===== src/rtl/pecc_pkg.sv =====
package pecc_pkg;
    typedef enum logic [1:0] {
        PG_CLEAN = 2'd0,
        PG_FIXED = 2'd1,
        PG_FAIL  = 2'd2
    } pg_status_e;

    typedef enum logic [1:0] {
        SEC_CLEAN = 2'd0,
        SEC_FIX   = 2'd1,
        SEC_BAD   = 2'd2
    } sec_class_e;

    typedef enum logic [2:0] {
        ST_IDLE   = 3'd0,
        ST_EVAL   = 3'd1,
        ST_RDWAIT = 3'd2,
        ST_MODIFY = 3'd3,
        ST_WRITE  = 3'd4
    } walk_st_e;
endpackage


===== src/rtl/ecc_interleave.sv =====
module ecc_interleave #(
    parameter int PAIRS = 12,
    localparam int CODE_W = 2 * PAIRS
) (
    input  logic [CODE_W-1:0] code_a,
    input  logic [CODE_W-1:0] code_b,
    output logic [CODE_W-1:0] synd
);
    // code = {odd[PAIRS-1:0], even[PAIRS-1:0]}; syndrome pairs even/odd per weight
    for (genvar k = 0; k < PAIRS; k++) begin : g_pair
        assign synd[2*k]   = code_a[k] ^ code_b[k];
        assign synd[2*k+1] = code_a[PAIRS+k] ^ code_b[PAIRS+k];
    end
endmodule


===== src/rtl/ecc_popcount.sv =====
module ecc_popcount #(
    parameter int W = 24,
    localparam int CW = $clog2(W + 1)
) (
    input  logic [W-1:0]  vec,
    output logic [CW-1:0] cnt
);
    always_comb begin
        cnt = '0;
        for (int i = 0; i < W; i++) begin
            cnt = cnt + CW'(vec[i]);
        end
    end
endmodule


===== src/rtl/ecc_classify.sv =====
module ecc_classify
    import pecc_pkg::*;
#(
    parameter int PAIRS = 12,
    parameter logic [2*PAIRS-1:0] BLANK_CODE = '0,
    localparam int CODE_W = 2 * PAIRS,
    localparam int CW = $clog2(CODE_W + 1),
    localparam int BYTE_W = PAIRS - 3
) (
    input  logic [CODE_W-1:0] stored,
    input  logic [CODE_W-1:0] computed,
    input  logic [CODE_W-1:0] synd,
    input  logic [CW-1:0]     cnt,
    output sec_class_e        cls,
    output logic [BYTE_W-1:0] byte_off,
    output logic [2:0]        bit_idx
);
    logic [PAIRS-1:0] odd_diff;

    // odd-weight syndrome bits carry the error position
    for (genvar k = 0; k < PAIRS; k++) begin : g_odd
        assign odd_diff[k] = synd[2*k+1];
    end

    assign bit_idx  = odd_diff[2:0];
    assign byte_off = odd_diff[PAIRS-1:3];

    always_comb begin
        if (stored == computed) begin
            cls = SEC_CLEAN;
        end else if ((&stored) && (computed == BLANK_CODE)) begin
            cls = SEC_CLEAN;
        end else if (cnt == CW'(PAIRS)) begin
            cls = SEC_FIX;
        end else begin
            cls = SEC_BAD;
        end
    end
endmodule


===== src/rtl/page_ecc_corrector.sv =====
module page_ecc_corrector
    import pecc_pkg::*;
#(
    parameter int SECTORS      = 4,
    parameter int SECTOR_BYTES = 512,
    parameter logic [2*$clog2(SECTOR_BYTES*8)-1:0] BLANK_CODE = '0,
    localparam int PAIRS  = $clog2(SECTOR_BYTES * 8),
    localparam int ECC_W  = 2 * PAIRS,
    localparam int CW     = $clog2(ECC_W + 1),
    localparam int BYTE_W = PAIRS - 3,
    localparam int SEC_W  = (SECTORS > 1) ? $clog2(SECTORS) : 1,
    localparam int ADDR_W = SEC_W + BYTE_W
) (
    input  logic                     clk,
    input  logic                     rst_n,
    input  logic                     start,
    input  logic [SECTORS*ECC_W-1:0] stored_ecc,
    input  logic [SECTORS*ECC_W-1:0] computed_ecc,
    output logic [ADDR_W-1:0]        buf_addr,
    output logic                     buf_rd_en,
    input  logic [7:0]               buf_rdata,
    output logic                     buf_wr_en,
    output logic [7:0]               buf_wdata,
    output logic                     fix_valid,
    output logic [SEC_W-1:0]         fix_sector,
    output logic [BYTE_W-1:0]        fix_byte,
    output logic [2:0]               fix_bit,
    output logic [SECTORS-1:0]       corr_flags,
    output logic                     done,
    output logic [1:0]               status,
    output logic [SEC_W-1:0]         err_sector
);
    localparam logic [SEC_W-1:0] LAST_SEC = SEC_W'(SECTORS - 1);

    typedef struct packed {
        walk_st_e           st;
        logic [SEC_W-1:0]   sec;
        logic [SECTORS-1:0] flags;
        logic               rd;
        logic               wr;
        logic [ADDR_W-1:0]  addr;
        logic [7:0]         wdata;
        logic [2:0]         bidx;
        logic               fix_v;
        logic               done;
        pg_status_e         status;
        logic [SEC_W-1:0]   err_sec;
    } walk_regs_t;

    walk_regs_t r_q, r_d;

    logic [ECC_W-1:0]  cur_stored, cur_computed, synd;
    logic [CW-1:0]     synd_cnt;
    sec_class_e        cls;
    logic [BYTE_W-1:0] byte_off;
    logic [2:0]        bit_idx;
    logic              adv;

    assign cur_stored   = stored_ecc[r_q.sec*ECC_W +: ECC_W];
    assign cur_computed = computed_ecc[r_q.sec*ECC_W +: ECC_W];

    ecc_interleave #(.PAIRS(PAIRS)) u_interleave (
        .code_a (cur_stored),
        .code_b (cur_computed),
        .synd   (synd)
    );

    ecc_popcount #(.W(ECC_W)) u_popcount (
        .vec (synd),
        .cnt (synd_cnt)
    );

    ecc_classify #(.PAIRS(PAIRS), .BLANK_CODE(BLANK_CODE)) u_classify (
        .stored   (cur_stored),
        .computed (cur_computed),
        .synd     (synd),
        .cnt      (synd_cnt),
        .cls      (cls),
        .byte_off (byte_off),
        .bit_idx  (bit_idx)
    );

    always_comb begin
        r_d       = r_q;
        r_d.rd    = 1'b0;
        r_d.wr    = 1'b0;
        r_d.fix_v = 1'b0;
        r_d.done  = 1'b0;
        adv       = 1'b0;
        case (r_q.st)
            ST_IDLE: begin
                if (start) begin
                    r_d.st    = ST_EVAL;
                    r_d.sec   = '0;
                    r_d.flags = '0;
                end
            end
            ST_EVAL: begin
                case (cls)
                    SEC_FIX: begin
                        r_d.rd    = 1'b1;
                        r_d.fix_v = 1'b1;
                        r_d.addr  = {r_q.sec, byte_off};
                        r_d.bidx  = bit_idx;
                        r_d.st    = ST_RDWAIT;
                    end
                    SEC_BAD: begin
                        r_d.done    = 1'b1;
                        r_d.status  = PG_FAIL;
                        r_d.err_sec = r_q.sec;
                        r_d.st      = ST_IDLE;
                    end
                    default: adv = 1'b1;
                endcase
            end
            ST_RDWAIT: r_d.st = ST_MODIFY;
            ST_MODIFY: begin
                r_d.wdata = buf_rdata ^ (8'd1 << r_q.bidx);
                r_d.wr    = 1'b1;
                r_d.st    = ST_WRITE;
            end
            ST_WRITE: begin
                r_d.flags[r_q.sec] = 1'b1;
                adv                = 1'b1;
            end
            default: r_d.st = ST_IDLE;
        endcase
        if (adv) begin
            if (r_q.sec == LAST_SEC) begin
                r_d.done   = 1'b1;
                r_d.status = (|r_d.flags) ? PG_FIXED : PG_CLEAN;
                r_d.st     = ST_IDLE;
            end else begin
                r_d.sec = r_q.sec + SEC_W'(1);
                r_d.st  = ST_EVAL;
            end
        end
    end

    always_ff @(posedge clk or negedge rst_n) begin
        if (!rst_n) begin
            r_q <= '0;
        end else begin
            r_q <= r_d;
        end
    end

    assign buf_addr   = r_q.addr;
    assign buf_rd_en  = r_q.rd;
    assign buf_wr_en  = r_q.wr;
    assign buf_wdata  = r_q.wdata;
    assign fix_valid  = r_q.fix_v;
    assign fix_sector = r_q.addr[ADDR_W-1:BYTE_W];
    assign fix_byte   = r_q.addr[BYTE_W-1:0];
    assign fix_bit    = r_q.bidx;
    assign corr_flags = r_q.flags;
    assign done       = r_q.done;
    assign status     = r_q.status;
    assign err_sector = r_q.err_sec;

    // completion is a single-cycle pulse
    p_done_pulse_r9: assert property (@(posedge clk) disable iff (!rst_n)
        done |=> !done);

    // reserved status code never reported
    p_status_code_r9: assert property (@(posedge clk) disable iff (!rst_n)
        done |-> (status != 2'd3));

    // write follows its read by two cycles at the same address
    p_rmw_order_r5: assert property (@(posedge clk) disable iff (!rst_n)
        buf_wr_en |-> ($past(buf_rd_en, 2) && (buf_addr == $past(buf_addr, 2))));

    // written byte differs from the byte read in exactly one bit
    p_single_flip_r5: assert property (@(posedge clk) disable iff (!rst_n)
        buf_wr_en |-> ($countones(buf_wdata ^ $past(buf_rdata)) == 1));

    // the repaired sector is flagged after the write
    p_flag_on_write_r5: assert property (@(posedge clk) disable iff (!rst_n)
        buf_wr_en |=> corr_flags[$past(fix_sector)]);

    // never read and write the buffer together
    p_no_rw_overlap_r5: assert property (@(posedge clk) disable iff (!rst_n)
        !(buf_rd_en && buf_wr_en));
endmodule


===== config.mk =====
export PLATFORM = sky130hd
export DESIGN_NAME = page_ecc_corrector
export DESIGN_NICKNAME = d
export VERILOG_FILES = /design/src/rtl/pecc_pkg.sv /design/src/rtl/ecc_interleave.sv /design/src/rtl/ecc_popcount.sv /design/src/rtl/ecc_classify.sv /design/src/rtl/page_ecc_corrector.sv
export SDC_FILE = /design/constraint.sdc
export NUM_CORES = 1
export LEC_CHECK = 0
export ABC_AREA = 1
export CORE_MARGIN = 2
export CORE_UTILIZATION = 46
export DETAILED_ROUTE_END_ITERATION = 8
export PLACE_DENSITY = 0.95
export RECOVER_POWER = 50
export SETUP_SLACK_MARGIN = 0.1
export SLEW_MARGIN = 10
export SYNTH_ARGS = -nofsm -noshare
export SYNTH_HDL_FRONTEND = slang
export SYNTH_HIERARCHICAL = 1
export SYNTH_SLANG_ARGS = --single-unit

===== constraint.sdc =====
create_clock -name clk -period 9.65 [get_ports clk]
set_input_delay 0.965 -clock clk [delete_from_list [all_inputs] [get_ports clk]]
set_output_delay 0.965 -clock clk [all_outputs]
set_load 0.01 [all_outputs]

==> results of run 1 <==
-- area by class of cell --
type	count	area [sq um]	area share [%]
multi-input combinational	590	3014	41.04
inverter	161	611.8	8.331
tap	140	175.2	2.385
clock inverter	2	12.51	0.1704
timing repair buffer	251	2496	33.99
sequential	38	952.2	12.96
clock buffer	6	82.58	1.124
-- worst max path at each step --
stage	startpoint	end	slack, ps	depth (start not counted)
6_report	r_q[34]	status[0]	2560	30
5_1_grt	r_q[35]	status[0]	2010	31
4_1_cts	r_q[35]	status[0]	2580	30
3_5_place_dp	r_q[35]	r_q[34]	2600	29
3_3_place_gp	r_q[35]	r_q[34]	2820	29
2_1_floorplan	stored_ecc[60]	r_q[34]	3650	28
-- cell usage after synthesis (3+ instances only) --
cell,instances
sky130_fd_sc_hd__fa_1,17
sky130_fd_sc_hd__nand4_1,3
sky130_fd_sc_hd__a21oi_1,3
sky130_fd_sc_hd__nand2_2,4
sky130_fd_sc_hd__nand2_1,211
sky130_fd_sc_hd__buf_2,7
sky130_fd_sc_hd__xor2_1,8
sky130_fd_sc_hd__dfrtp_1,38
sky130_fd_sc_hd__nor2_2,3
sky130_fd_sc_hd__buf_4,57
sky130_fd_sc_hd__inv_1,157
sky130_fd_sc_hd__ha_1,12
sky130_fd_sc_hd__o21ai_1,6
sky130_fd_sc_hd__clkbuf_1,20
sky130_fd_sc_hd__o21ai_0,109
sky130_fd_sc_hd__clkbuf_2,3
sky130_fd_sc_hd__nand3_1,20
sky130_fd_sc_hd__o22ai_1,48
sky130_fd_sc_hd__nor2_1,134
-- worst min-delay path, cell delays in order (launching register included) --
cell and delay (ps):
sky130_fd_sc_hd__dfrtp_1 340, sky130_fd_sc_hd__nand2_1 50, sky130_fd_sc_hd__o21ai_0 60
-- power by group --
part | internal (W) | leakage (nW) | switching (W)
Clock | 0.0000574 | 0.0472 | 0.0000570
Combinational | 0.000865 | 3.23 | 0.00116
Sequential | 0.000200 | 0.486 | 0.0000284
Total | 0.00112 | 3.76 | 0.00124
-- per-layer routing --
metal | GRT usage (%) | vias to the layer above
met4 | 9.222 | 0
met2 | 51.10 | 254
met1 | 30.00 | 2630
li1 | - | 2986
met3 | 5.157 | 33
met5 | 0 | -
-- metrics by stage --
stage	area [sq um]	std cells	util (%)	setup WS, ps
after floorplan	5164	878	-	3649
after global placement	7258	1180	66.66	2819
after detailed placement	7258	1180	66.66	2601
after CTS	7353	1188	67.54	2581
after global routing	7345	1188	67.46	2006
final	7345	1188	67.46	2564
-- state kept, by name (all words and copies together), names as in the netlist --
signal / cells
buf_addr: 11
buf_wdata: 8
r_q: 5
corr_flags: 4
fix_bit: 3
err_sector: 2
status: 2
buf_wr_en: 1
done: 1
fix_valid: 1
-- cells by family (layout without fill, tap and decap cells) --
family	count (synthesis)	in the layout	share of synthesized area, %
AND/OR/NAND/NOR	383	383	29.59
buffers and inverters	250	420	23.07
adder cells (fa/ha/maj)	29	29	9.498
AO/OA/AOI/OAI	168	168	17.74
flip-flops	38	38	18.42
XOR/XNOR	10	10	1.696
==> impl.org, run 1 <==
** Detailed routing
- Residual DRC count :: 0
- Uppermost routed layer :: met4
- In this run the remaining antenna-violating nets after routing total 0.
- Overall via count from detail_route :: roughly 5900
- For this block, the initial DRC count from the detailed router was between 300 and 400.
- Summed over all layers, the routed wires come to about 16000 microns.
- In the final routed layout, each cell accounts on average for 13.80 microns.
- Met3 routed wirelength :: 1261 microns
- After detailed routing, the met2 layer carries approximately 8400 microns of wire.
- Vias per cell :: a little under 5
- The detailed router put a total of 6361 microns of wire on met1.
- First-pass DRT Iterations :: 5

** Floorplan
- The initialized floorplan defines 38 standard-cell rows.
- The floorplan step defined a die boundary enclosing roughly 12000 sq um.
- The floorplan step defined a core boundary enclosing roughly 11000 sq um.
- The die is between 100 and 150 microns tall.
- Starting Density :: 47.43%
- I/O pin total :: ~250
- The die is approximately 110 microns wide.

** Worst setup path
- Worst path arrival time :: 7320 ps
- The number of buffers and inverters on the critical path is 10.
- The largest single stage delay on the critical path is 570 ps.
- In this run the register-to-register setup slack is 2560 ps.
- By instance count, the cell type seen most on the critical path is sky130_fd_sc_hd__inv_1.
- WP data required :: roughly 9900 ps
- The worst setup path is of the flop to flop kind.
- Crit path capture type :: flop
- Register-to-Register Path Depth :: 30
- Startpoint type of the worst setup path :: flop
- Source of the worst register-to-register timing path :: r_q[34]
- Largest delay contributor family on the critical path :: adder cells
- Reg2reg end :: status[0]
- Along the worst path, the maximum fanout reaches a little under 70.
- Critical-path cell with the highest stage delay :: sky130_fd_sc_hd__buf_4

** Clocking
- Clock latency reported for the late side of the worst-skew pair :: ~300 ps
- Clock-pin slew was measured on the worst setup and hold paths at 70 ps.
- Clock buffer count from CTS :: 5
- Gates resized during post-CTS repair numbered 0.
- TritonCTS built the clock tree.
- Clk sink count :: 38
- The H-tree was split into 2 levels.
- Post-CTS setup buffer count :: 0
- In this run the deepest clock path goes through 2 buffers.
- Number of buffers inserted for hold repair after clock tree synthesis :: 0
- CTS placed an instance of sky130_fd_sc_hd__clkbuf_8 at the clock tree root.

** Outcome
- The flow ran to the end, but the final reports show violations.
- Failing checks :: max-capacitance violations, max-slew violations

** Finish
- Most frequent cells in the layout :: sky130_fd_sc_hd__clkdlybuf4s50_1, sky130_fd_sc_hd__nand2_1, sky130_fd_sc_hd__inv_1
- After the last flow step, the layout net total stands at roughly 1300.
- Area added between synthesis and finish :: 42.23%
- Fillers :: 940
- The post-route netlist has between 2 and 3% of its cells at a drive strength greater than 1.
- Most common library cell in the layout ignoring fill and taps :: sky130_fd_sc_hd__clkdlybuf4s50_1
- Number of inserted diodes :: 0

** Yosys
- During synthesis, Yosys emitted a total of 6 warnings.
- Of all flip-flops after synthesis, the portion carrying an async set or reset was 100.0%.
- After synthesis, the largest area contributor takes up 18.42% of total cell area.
- The average instance in the mapped netlist occupies about 5.9 sq um.
- The netlist uses 31 different library cells.
- Synth Net Count :: 1110
- In the synthesized netlist the dominant register cell turns out to be sky130_fd_sc_hd__dfrtp_1.
- Cell types occupying the most area after synthesis :: sky130_fd_sc_hd__dfrtp_1, sky130_fd_sc_hd__nand2_1, sky130_fd_sc_hd__inv_1
- Cell Area, Synth :: slightly above 5000 sq um
- Number of storage elements in the synthesis netlist :: 38
- Sequential share of the synthesized area :: between 15 and 20%
- Post-synth EDFFs :: 0
- Counting every instance in the synthesized netlist gives between 800 and 900.
- Post-synthesis cell type with the largest combined area :: sky130_fd_sc_hd__dfrtp_1

** Timing
- Setup violations remaining at the end of the flow were counted as 0.
- Setup_tns :: 0 ps
- Dividing the final minimum period by the clock period gives about three quarters.
- Count of pins over their slew limit :: 39
- Timing would allow up to roughly 0.14 GHz.
- Clock skew on the completed layout was measured at 5.399 ps.
- Smallest hold slack :: just under 500 ps
- For the pin with the worst max-slew slack, the measured transition is ~2000 ps.
- Final hold violation count :: 0
- Setup repair after global routing left no endpoint under its margin.
- The worst path needs 7086 ps of the cycle, external delays included.
- Max-slew headroom :: -30.25%

** Placed design
- The wire-length estimate of the detail-placed layout is 13450 microns.
- Port-buffer cells :: around 250
- Global placer's final weighted congestion :: a little over 0.9

** Worst hold path
- WHS Endpoint :: err_sector[0]
- Origin of the worst min-delay path :: err_sector[0]
- Number of cells on the worst hold path :: 2
- The min-delay analysis places its worst path in the category flop to flop.

** Pwr
- Summing internal, switching and leakage power gives 0.002365 W.
- The worst-case IR drop observed on VDD is 548.2 uV.
- Cell Pwr Density :: between 300 and 400 nW/um^2
- For this design the static power due to leakage is 3.762 nW.

** Global route
- Overflow after GRT :: 0
- Wire length of the first global-routing pass :: approximately 26000 microns
- Overall track demand over capacity in global routing :: 27.08%
- Entering global routing, the biggest net connects 100 pins.
- Number of antenna violations at the first check in global routing :: 0
- Vias in the first global route :: between 5000 and 6000

** Run
- Max-cap violations in this run came to 1.
Note: power is estimated with default switching activity, not from simulation.
==> run 2: changes to the inputs <==
- CORE_UTILIZATION: 46 -> 38
- PLACE_DENSITY: 0.95 -> 0.9
- clock period: 9.65 -> 6.3 ns (I/O delays scaled with it)
==> run 2 against run 1 <==
The flow still finishes with violations (max-capacitance violations, max-slew violations). Global-route usage down 3.8 points. Via count is 9.1% higher. First-iteration DRC count grew 6.3%. Critical path type unchanged. Fmax increased by 15%. Critical endpoint unchanged. Combinational power grew 84%. Highest routed layer unchanged. Sequential power up 53%.
==> impl.org, run 2 (synthesis gave the netlist of run 1 again) <==
** Clocking
- The register clock-pin slew on the reported worst setup and hold paths was 60 ps (about the same).
- Library cell used as clock root buffer :: sky130_fd_sc_hd__clkbuf_16
- Clock buffer count from CTS :: 5 (unchanged)
- Clk sink count :: 38 (unchanged)
- TritonCTS clock tree :: built
- Number of buffers inserted for hold repair after clock tree synthesis :: 0 (unchanged)
- The maximum clock insertion buffer count was 2 (unchanged).
- The H-tree depth came to 2 (unchanged).
- Clock latency reported for the late side of the worst-skew pair :: 280 ps (-20 ps)

** Finish
- The final core utilization is 64.72% (-2.7 points).
- The flip-flop count of the largest register after layout came to 11 (unchanged).
- Fillers :: 1120 (+19%)
- Number of inserted diodes :: 0 (unchanged)
- The non-filler instance count after layout is 1297 (+9.2%).
- The final standard cell area without fillers was 8571 sq um (+17%).
- The number of nets at the end of the flow is 1352 (+5.7%).
- Most common library cell in the layout ignoring fill and taps :: sky130_fd_sc_hd__clkdlybuf4s50_1
- Fraction of layout instances using a drive strength above 1 :: 15.08% (+12 points)
- In the layout the commonest cells are sky130_fd_sc_hd__clkdlybuf4s50_1, sky130_fd_sc_hd__nand2_1, sky130_fd_sc_hd__inv_1.
- Compared with the post-synthesis result, the final layout area differs by 65.98%.

** Run
- Max Cap Violations :: 1 (unchanged)

** Pwr
- The net switching power figure came to 0.002214 W (+78%).
- The power density over the cells came to 503.5 nW/um^2 (+56%).
- Clock power share :: 5.8% (+1.0 points)
- The leakage power summed over all cells is 4.291 nW (+14%).
- Largest vdd supply drop :: 726.1 uV (+32%)
- The switching portion of total power came to 51.30% (-1.2 points).
- Internal portion of total power :: 0.002102 W (+87%)
- Share of total power in combinational logic :: 86.1% (+0.6 points)
- The fraction of power consumed by sequential logic came to 8.1% (-1.6 points).

** Timing
- The shortest period the worst path allows was 6137 ps (-948.6 ps).
- The maximum frequency from static timing analysis is 0.1629 GHz (+15%).
- Count of pins over their slew limit :: 39 (unchanged)
- The final critical-path setup slack came to 162.5 ps (-2401 ps).
- Clock skew :: 4.260 ps (-1.139 ps)
- The slew of the pin with the lowest slew margin is 1989 ps (+34.95 ps).
- # setup viols final :: 0 (unchanged)
- Final hold violation count :: 0 (unchanged)
- RSZ-0062 raised after global routing :: yes
- Period Utilization, post-route :: 97.42% (+24 points)
- The relative slew slack was -32.58% (-2.3 points).

** Floorplan
- Die Area :: 14540 sq um (+20%)
- Die X :: 120.6 microns (+9.7%)
- The number of standard-cell rows in the floorplan was 42 (+11%).
- I/O pin total :: 248 (unchanged)
- The starting utilization of the core area is 38.99% (-8.4 points).
- The area of the core is 13240 sq um (+22%).
- DIE HEIGHT :: 120.6 microns (+9.7%)

** Placed design
- The area of placed instances was 7691 sq um (+6.0%).
- Port-buffer cells :: 247 (unchanged)
- Number of cells in the design after placement :: 1261 (+6.9%)
- Worst setup slack before clock tree synthesis :: -204.3 ps (-2806 ps)
- The final HPWL from detailed placement is 13920 microns (+3.5%).
- The routability congestion estimate came to 0.9341 (about the same).

** Outcome
- The flow ran to the end, but the final reports show violations.
- Failing checks :: max-capacitance violations, max-slew violations

** Worst setup path
- The worst setup path is of the flop to flop kind.
- STA classifies the critical path endpoint as a flop.
- The critical path data required time is 6470 ps (-3410 ps).
- Worst-path fanout max :: 9 (-87%)
- The worst endpoint data arrival time is 6310 ps (-1010 ps).
- The largest individual stage delay along the critical path comes from the cell sky130_fd_sc_hd__fa_1.
- Worst setup slack for register-to-register paths :: 160 ps (-2400 ps)
- Delay of the slowest cell on the worst path :: 550 ps (-20 ps)
- The worst setup path is launched from a flop.

** Detailed routing
- The violation count after the first detailed-routing iteration is 374 (+6.3%).
- The routed wire length per instance is 15.43 microns (+12%).
- The via density per instance came to 4.965 (about the same).
- Sum of routed wire length over all layers :: 20010 microns (+22%)
- The post-detailed-route count of antenna-violating nets is 0 (unchanged).
- Residual DRC count :: 0 (unchanged)
- The detailed-routing iteration count for the pre-antenna-repair pass was 7 (+2).
- Overall via count from detail_route :: 6439 (+9.1%)

** Global route
- The aggregate global-route resource usage came to 23.30% (-3.8 points).
- Number of antenna violations at the first check in global routing :: 0 (unchanged)
- The via count of the first global-routing pass is 6052 (+8.7%).
- The maximum number of pins on one net before global-route repair came to 61 (-39%).
- Overflow after GRT :: 0 (unchanged)
- Wire length of the first global-routing pass :: 27400 microns (+7.2%)

** Worst hold path
- Hold Path Class :: flop to flop
-- run 2: cell count changes in the layout (fill, tap and decap cells not counted), moves of 12 or more --
| cell | previous run | this run |
|---|---|---|
| sky130_fd_sc_hd__o21ai_0 | 109 | 80 |
| sky130_fd_sc_hd__o22ai_2 | 0 | 16 |
| sky130_fd_sc_hd__nand2_1 | 211 | 195 |
| sky130_fd_sc_hd__o21ai_1 | 6 | 23 |
| sky130_fd_sc_hd__o22ai_1 | 48 | 32 |
| sky130_fd_sc_hd__o21ai_2 | 1 | 13 |
| sky130_fd_sc_hd__nand2_2 | 4 | 19 |
| sky130_fd_sc_hd__nor2_1 | 135 | 123 |
| sky130_fd_sc_hd__buf_4 | 4 | 53 |
-- run 2: critical path, delay by kind of cell, from the launching register on --
| kind | cells | cell delay, ps |
|---|---|---|
| compound gates | 2 | 260 |
| fa+ha+maj | 8 | 3340 |
| buf+inv | 12 | 1060 |
| flops | 1 | 450 |
| simple gates | 10 | 900 |
-- run 2: per-stage QoR --
stage                     TNS (ps)  power (W)  hold WS [ps]
after floorplan                  0   0.002791         334.4
after global placement      -150.4   0.003465         464.9
after detailed placement     -1663   0.003645         473.6
after CTS                        0   0.003937         487.9
after global routing        -549.7   0.004815         498.6
final                            0   0.004315         480.5
-- run 2: power by group through the flow --
stage / registers (W) / logic, W / clock network [W]
3_5_place_dp: 0.000354 / 0.00329 / 0
3_3_place_gp: 0.000351 / 0.00311 / 0
6_report: 0.000350 / 0.00372 / 0.000249
2_1_floorplan: 0.000344 / 0.00245 / 0
5_1_grt: 0.000356 / 0.00420 / 0.000262
4_1_cts: 0.000350 / 0.00333 / 0.000253
-- run 2: cell type report --
type,instances,area [sq um],share of cell area (%)
Timing Repair Buffer,323,3304,38.55
Clock inverter,2,12.51,0.1460
Inverter,161,645.6,7.533
Tap cell,176,220.2,2.569
Clock buffer,6,138.9,1.620
Sequential cell,38,952.2,11.11
Multi-Input combinational cell,591,3297,38.47
-- run 2: path summary, 6_finish.rpt --
path	from	endpoint	depth (start not counted)
worst max-delay path	r_q[34]	status[0]	32
worst min-delay path	buf_wdata[1]	buf_wdata[1]	2
worst max register to register	r_q[34]	status[0]	32
worst min register to register	buf_wdata[1]	buf_wdata[1]	2
max in group asynchronous	rst_n	r_q[34]	1
min in group asynchronous	rst_n	corr_flags[2]	1
-- run 2: timing repair --
action	CTS	global route
pin swaps	3	31
gates resized for setup	1	127
endpoints found under the setup margin	3	24
buffers inserted	2	18
gates cloned	1	8
-- run 2: per-layer routing --
layer / GRT usage, % / wire length, microns / up-vias
met5: 0 / 0 / -
met4: 10.10 / 851 / 0
met3: 4.198 / 1456 / 61
met2: 42.73 / 10150 / 308
met1: 26.23 / 7550 / 2931
li1: - / - / 3139
==> run 3: changes to the inputs <==
- CAP_MARGIN: default -> 20
- clock period: 6.3 -> 5.05 ns (I/O delays scaled with it)
==> run 3 against run 2 <==
The run ends with max-capacitance violations, max-slew violations, negative setup slack left. Fmax decreased by 0.28%. Power increased by 29%. Largest power group unchanged. Global-route usage increased by 1.6 points. Setup slack got worse by 1300 ps. Critical path type unchanged. Final area increased by 1.2%. Sequential share of layout area decreased by 0.10 points.
==> impl.org, run 3 (synthesis gave the netlist of run 1 again) <==
** Outcome
- Run status :: complete, but fails checks
- Failing checks :: max-capacitance violations, max-slew violations, negative setup slack

** Timing
- The relative slew slack was -29.93% (+2.7 points).
- Setup repair after global routing could not meet its margin everywhere.
- The maximum frequency from static timing analysis was 0.1625 GHz (-0.28%).
- Fin crit period :: 6155 ps (+17.04 ps)
- Worst path setup slack after routing :: -1105 ps (-1267 ps)
- Count of pins over their slew limit :: 39 (unchanged)
- The final number of hold-violating endpoints came to 0 (unchanged).
- The slew of the pin with the lowest slew margin came to 1949 ps (-39.80 ps).
- The final critical-path share of the clock period was 121.9% (+24 points).
- The aggregate negative setup slack is -24220 ps (-24220 ps).
- # setup viols final :: 24 (+24)
- The final clock skew is 4.821 ps (+0.5607 ps).

** Detailed routing
- DRT met1 WL :: 7635 microns (+1.1%)
- Met3 routed wirelength :: 1547 microns (+6.3%)
- The highest metal layer carrying signal wires in the routed design is met4.
- The residual DRC count came to 0 (unchanged).
- The detailed-route wire length is 19580 microns (-2.2%).
- Detail Route met2 WL :: 9630 microns (-5.1%)
- Vias per cell :: 4.996 (+0.64%)
- The detailed-route via count is 6580 (+2.2%).
- Routed WL per cell :: 14.86 microns (-3.6%)
- The violation count after the first detailed-routing iteration is 556 (+49%).
- First-pass DRT Iterations :: 5 (-2)
- The post-detailed-route count of antenna-violating nets was 0 (unchanged).

** Finish
- Leaving out fill and tap cells, the most frequent cell in the layout is sky130_fd_sc_hd__clkdlybuf4s50_1.
- Finished layout cell area :: 8672 sq um (+1.2%)
- The non-filler instance count after layout was 1317 (+1.5%).
- The number of nets at the end of the flow came to 1372 (+1.5%).
- Relative to the synthesized area, the layout overhead comes to 67.94%.
- The fraction of final layout cells with drive strength greater than 1 came to 17.62% (+2.5 points).
- The count of inserted antenna diode cells is 0 (unchanged).
- Number of flip-flops in the largest register :: 11 (unchanged)
- In the layout the commonest cells are sky130_fd_sc_hd__clkdlybuf4s50_1, sky130_fd_sc_hd__nand2_1, sky130_fd_sc_hd__inv_1.
- The final core utilization was 65.49% (+0.77 points).

** Worst setup path
- Most repeated library cell on the critical path :: sky130_fd_sc_hd__fa_1
- The critical path's largest stage delay was 570 ps (+20 ps).
- Critical-path cell with the highest stage delay :: sky130_fd_sc_hd__dfrtp_4
- The worst endpoint data arrival time came to 6370 ps (+60 ps).
- Startpoint-to-endpoint class of the critical path :: flop to flop
- The largest fanout on the critical path was 8 (-1).
- Startpoint type of the worst setup path :: flop
- The worst register-to-register path begins at r_q[34].
- The most critical setup path has its startpoint at r_q[34].
- Crit path capture type :: flop
- The critical path data required time is 5270 ps (-1200 ps).

** Floorplan
- Core region area :: 13240 sq um (unchanged)
- The vertical extent of the die is 120.6 microns (unchanged).
- The number of standard-cell rows in the floorplan is 42 (unchanged).
- The total die area was 14540 sq um (unchanged).
- Die X :: 120.6 microns (unchanged)
- Starting Density :: 38.99% (unchanged)
- I/O pin total :: 248 (unchanged)

** Clocking
- Number of buffers inserted for hold repair after clock tree synthesis :: 0 (unchanged)
- Clock latency reported for the late side of the worst-skew pair :: 280 ps (about the same)
- Clk sink count :: 38 (unchanged)
- Clk pin slew, worst setup/hold paths :: 60 ps (about the same)
- The cell sitting at the root of the clock tree is a sky130_fd_sc_hd__clkbuf_16.
- Largest buffer count on any clock path :: 2 (unchanged)
- The H-tree depth came to 2 (unchanged).
- TritonCTS clock tree :: built
- The number of CTS-inserted buffers was 5 (unchanged).

** Pwr
- The power density over the cells is 643.4 nW/um^2 (+28%).
- Sw Share :: 49.29% (-2.0 points)
- The combinational share of power is 86.5% (+0.4 points).
- The net switching power figure came to 0.002750 W (+24%).
- Clock power share :: 5.6% (-0.2 points)
- Static power due to leakage :: 4.370 nW (+1.8%)
- The peak supply drop was 1018 uV (+40%).
- Internal portion of total power :: 0.002829 W (+35%)
- The fraction of power consumed by sequential logic is 7.9% (-0.2 points).

** Worst hold path
- Origin of the worst min-delay path :: buf_wdata[3]
- Hold Path Class :: flop to flop

** Placed design
- Port-buffer cells :: 247 (unchanged)
- Worst setup slack before clock tree synthesis :: -1238 ps (-1034 ps)
- Area after detailed placement :: 8098 sq um (+5.3%)
- The number of cells in the design after placement is 1292 (+2.5%).
- Post-detailed-placement half-perimeter wirelength :: 14550 microns (+4.6%)
- The routability congestion estimate was 0.8951 (-4.2%).

** Global route
- The final global-route overflow total is 0 (unchanged).
- Largest net degree at the start of global routing :: 39 (-36%)
- The initial antenna violation count is 0 (unchanged).
- The aggregate global-route resource usage is 24.88% (+1.6 points).
- Wire length of the first global-routing pass :: 29170 microns (+6.5%)
- Vias in the first global route :: 6276 (+3.7%)

** Run
- Max Cap Violations :: 1 (unchanged)
[run 3: cell count changes in the layout (fill, tap and decap cells not counted), moves of 3 or more]
| cell | delta |
|---|---|
| sky130_fd_sc_hd__nor2_2 | +8 |
| sky130_fd_sc_hd__buf_6 | -4 |
| sky130_fd_sc_hd__buf_4 | +27 |
| sky130_fd_sc_hd__clkbuf_16 | -4 |
| sky130_fd_sc_hd__nor2_1 | -5 |
| sky130_fd_sc_hd__nor2_4 | -3 |
| sky130_fd_sc_hd__o22ai_1 | -6 |
| sky130_fd_sc_hd__o22ai_2 | +5 |
[run 3: timing repair]
item / in CTS / in global routing
setup buffers: 4 / 7
gates resized for setup: 37 / 54
setup endpoints to repair: 24 / 24
pin swaps: 10 / 16
gates cloned: 3 / 3
[run 3: cell type report]
class	instances	area, sq um
Fill cell	1052	4571
Clock inverter	1	5.005
Tap cell	176	220.2
Timing Repair Buffer	343	3385
Inverter	161	626.9
Clock buffer	7	142.6
Sequential cell	38	954.7
Multi-Input combinational cell	591	3338
[run 3: critical path, delay by kind of cell (launching register included)]
kind	cells	cell delay, ps
buf+inv	11	830
simple gates	10	890
fa+ha+maj	8	3310
flops	1	570
compound gates	2	490
[run 3: power by group through the flow]
stage	Combinational (W)	Sequential [W]	Clock, W
2_1_floorplan	0.00319	0.000429	0
3_3_place_gp	0.00411	0.000438	0
3_5_place_dp	0.00428	0.000440	0
4_1_cts	0.00449	0.000437	0.000318
5_1_grt	0.00542	0.000432	0.000336
6_report	0.00483	0.000438	0.000313
[run 3: worst paths after layout]
path | endpoint | slack [ps] | depth (start not counted)
max in group asynchronous | r_q[34] | 2910 | 1
max | status[0] | -1100 | 31
max reg2reg | status[0] | -1100 | 31
min in group asynchronous | buf_wdata[6] | 760 | 1
min | buf_wdata[3] | 490 | 2
min reg2reg | buf_wdata[3] | 490 | 2
[run 3: routing by layer]
metal | vias to the layer above | track usage [%]
met5 | - | 0
met4 | 0 | 9.593
met3 | 65 | 4.575
met2 | 350 | 44.70
met1 | 2979 | 29.21
li1 | 3186 | -
[run 3: through the flow]
step | hold slack (ps) | power (W)
6_report | 488.4 | 0.005579
5_1_grt | 512.1 | 0.006190
4_1_cts | 351.1 | 0.005244
3_5_place_dp | 476.9 | 0.004721
3_3_place_gp | 464.9 | 0.004545
2_1_floorplan | 209.4 | 0.003619
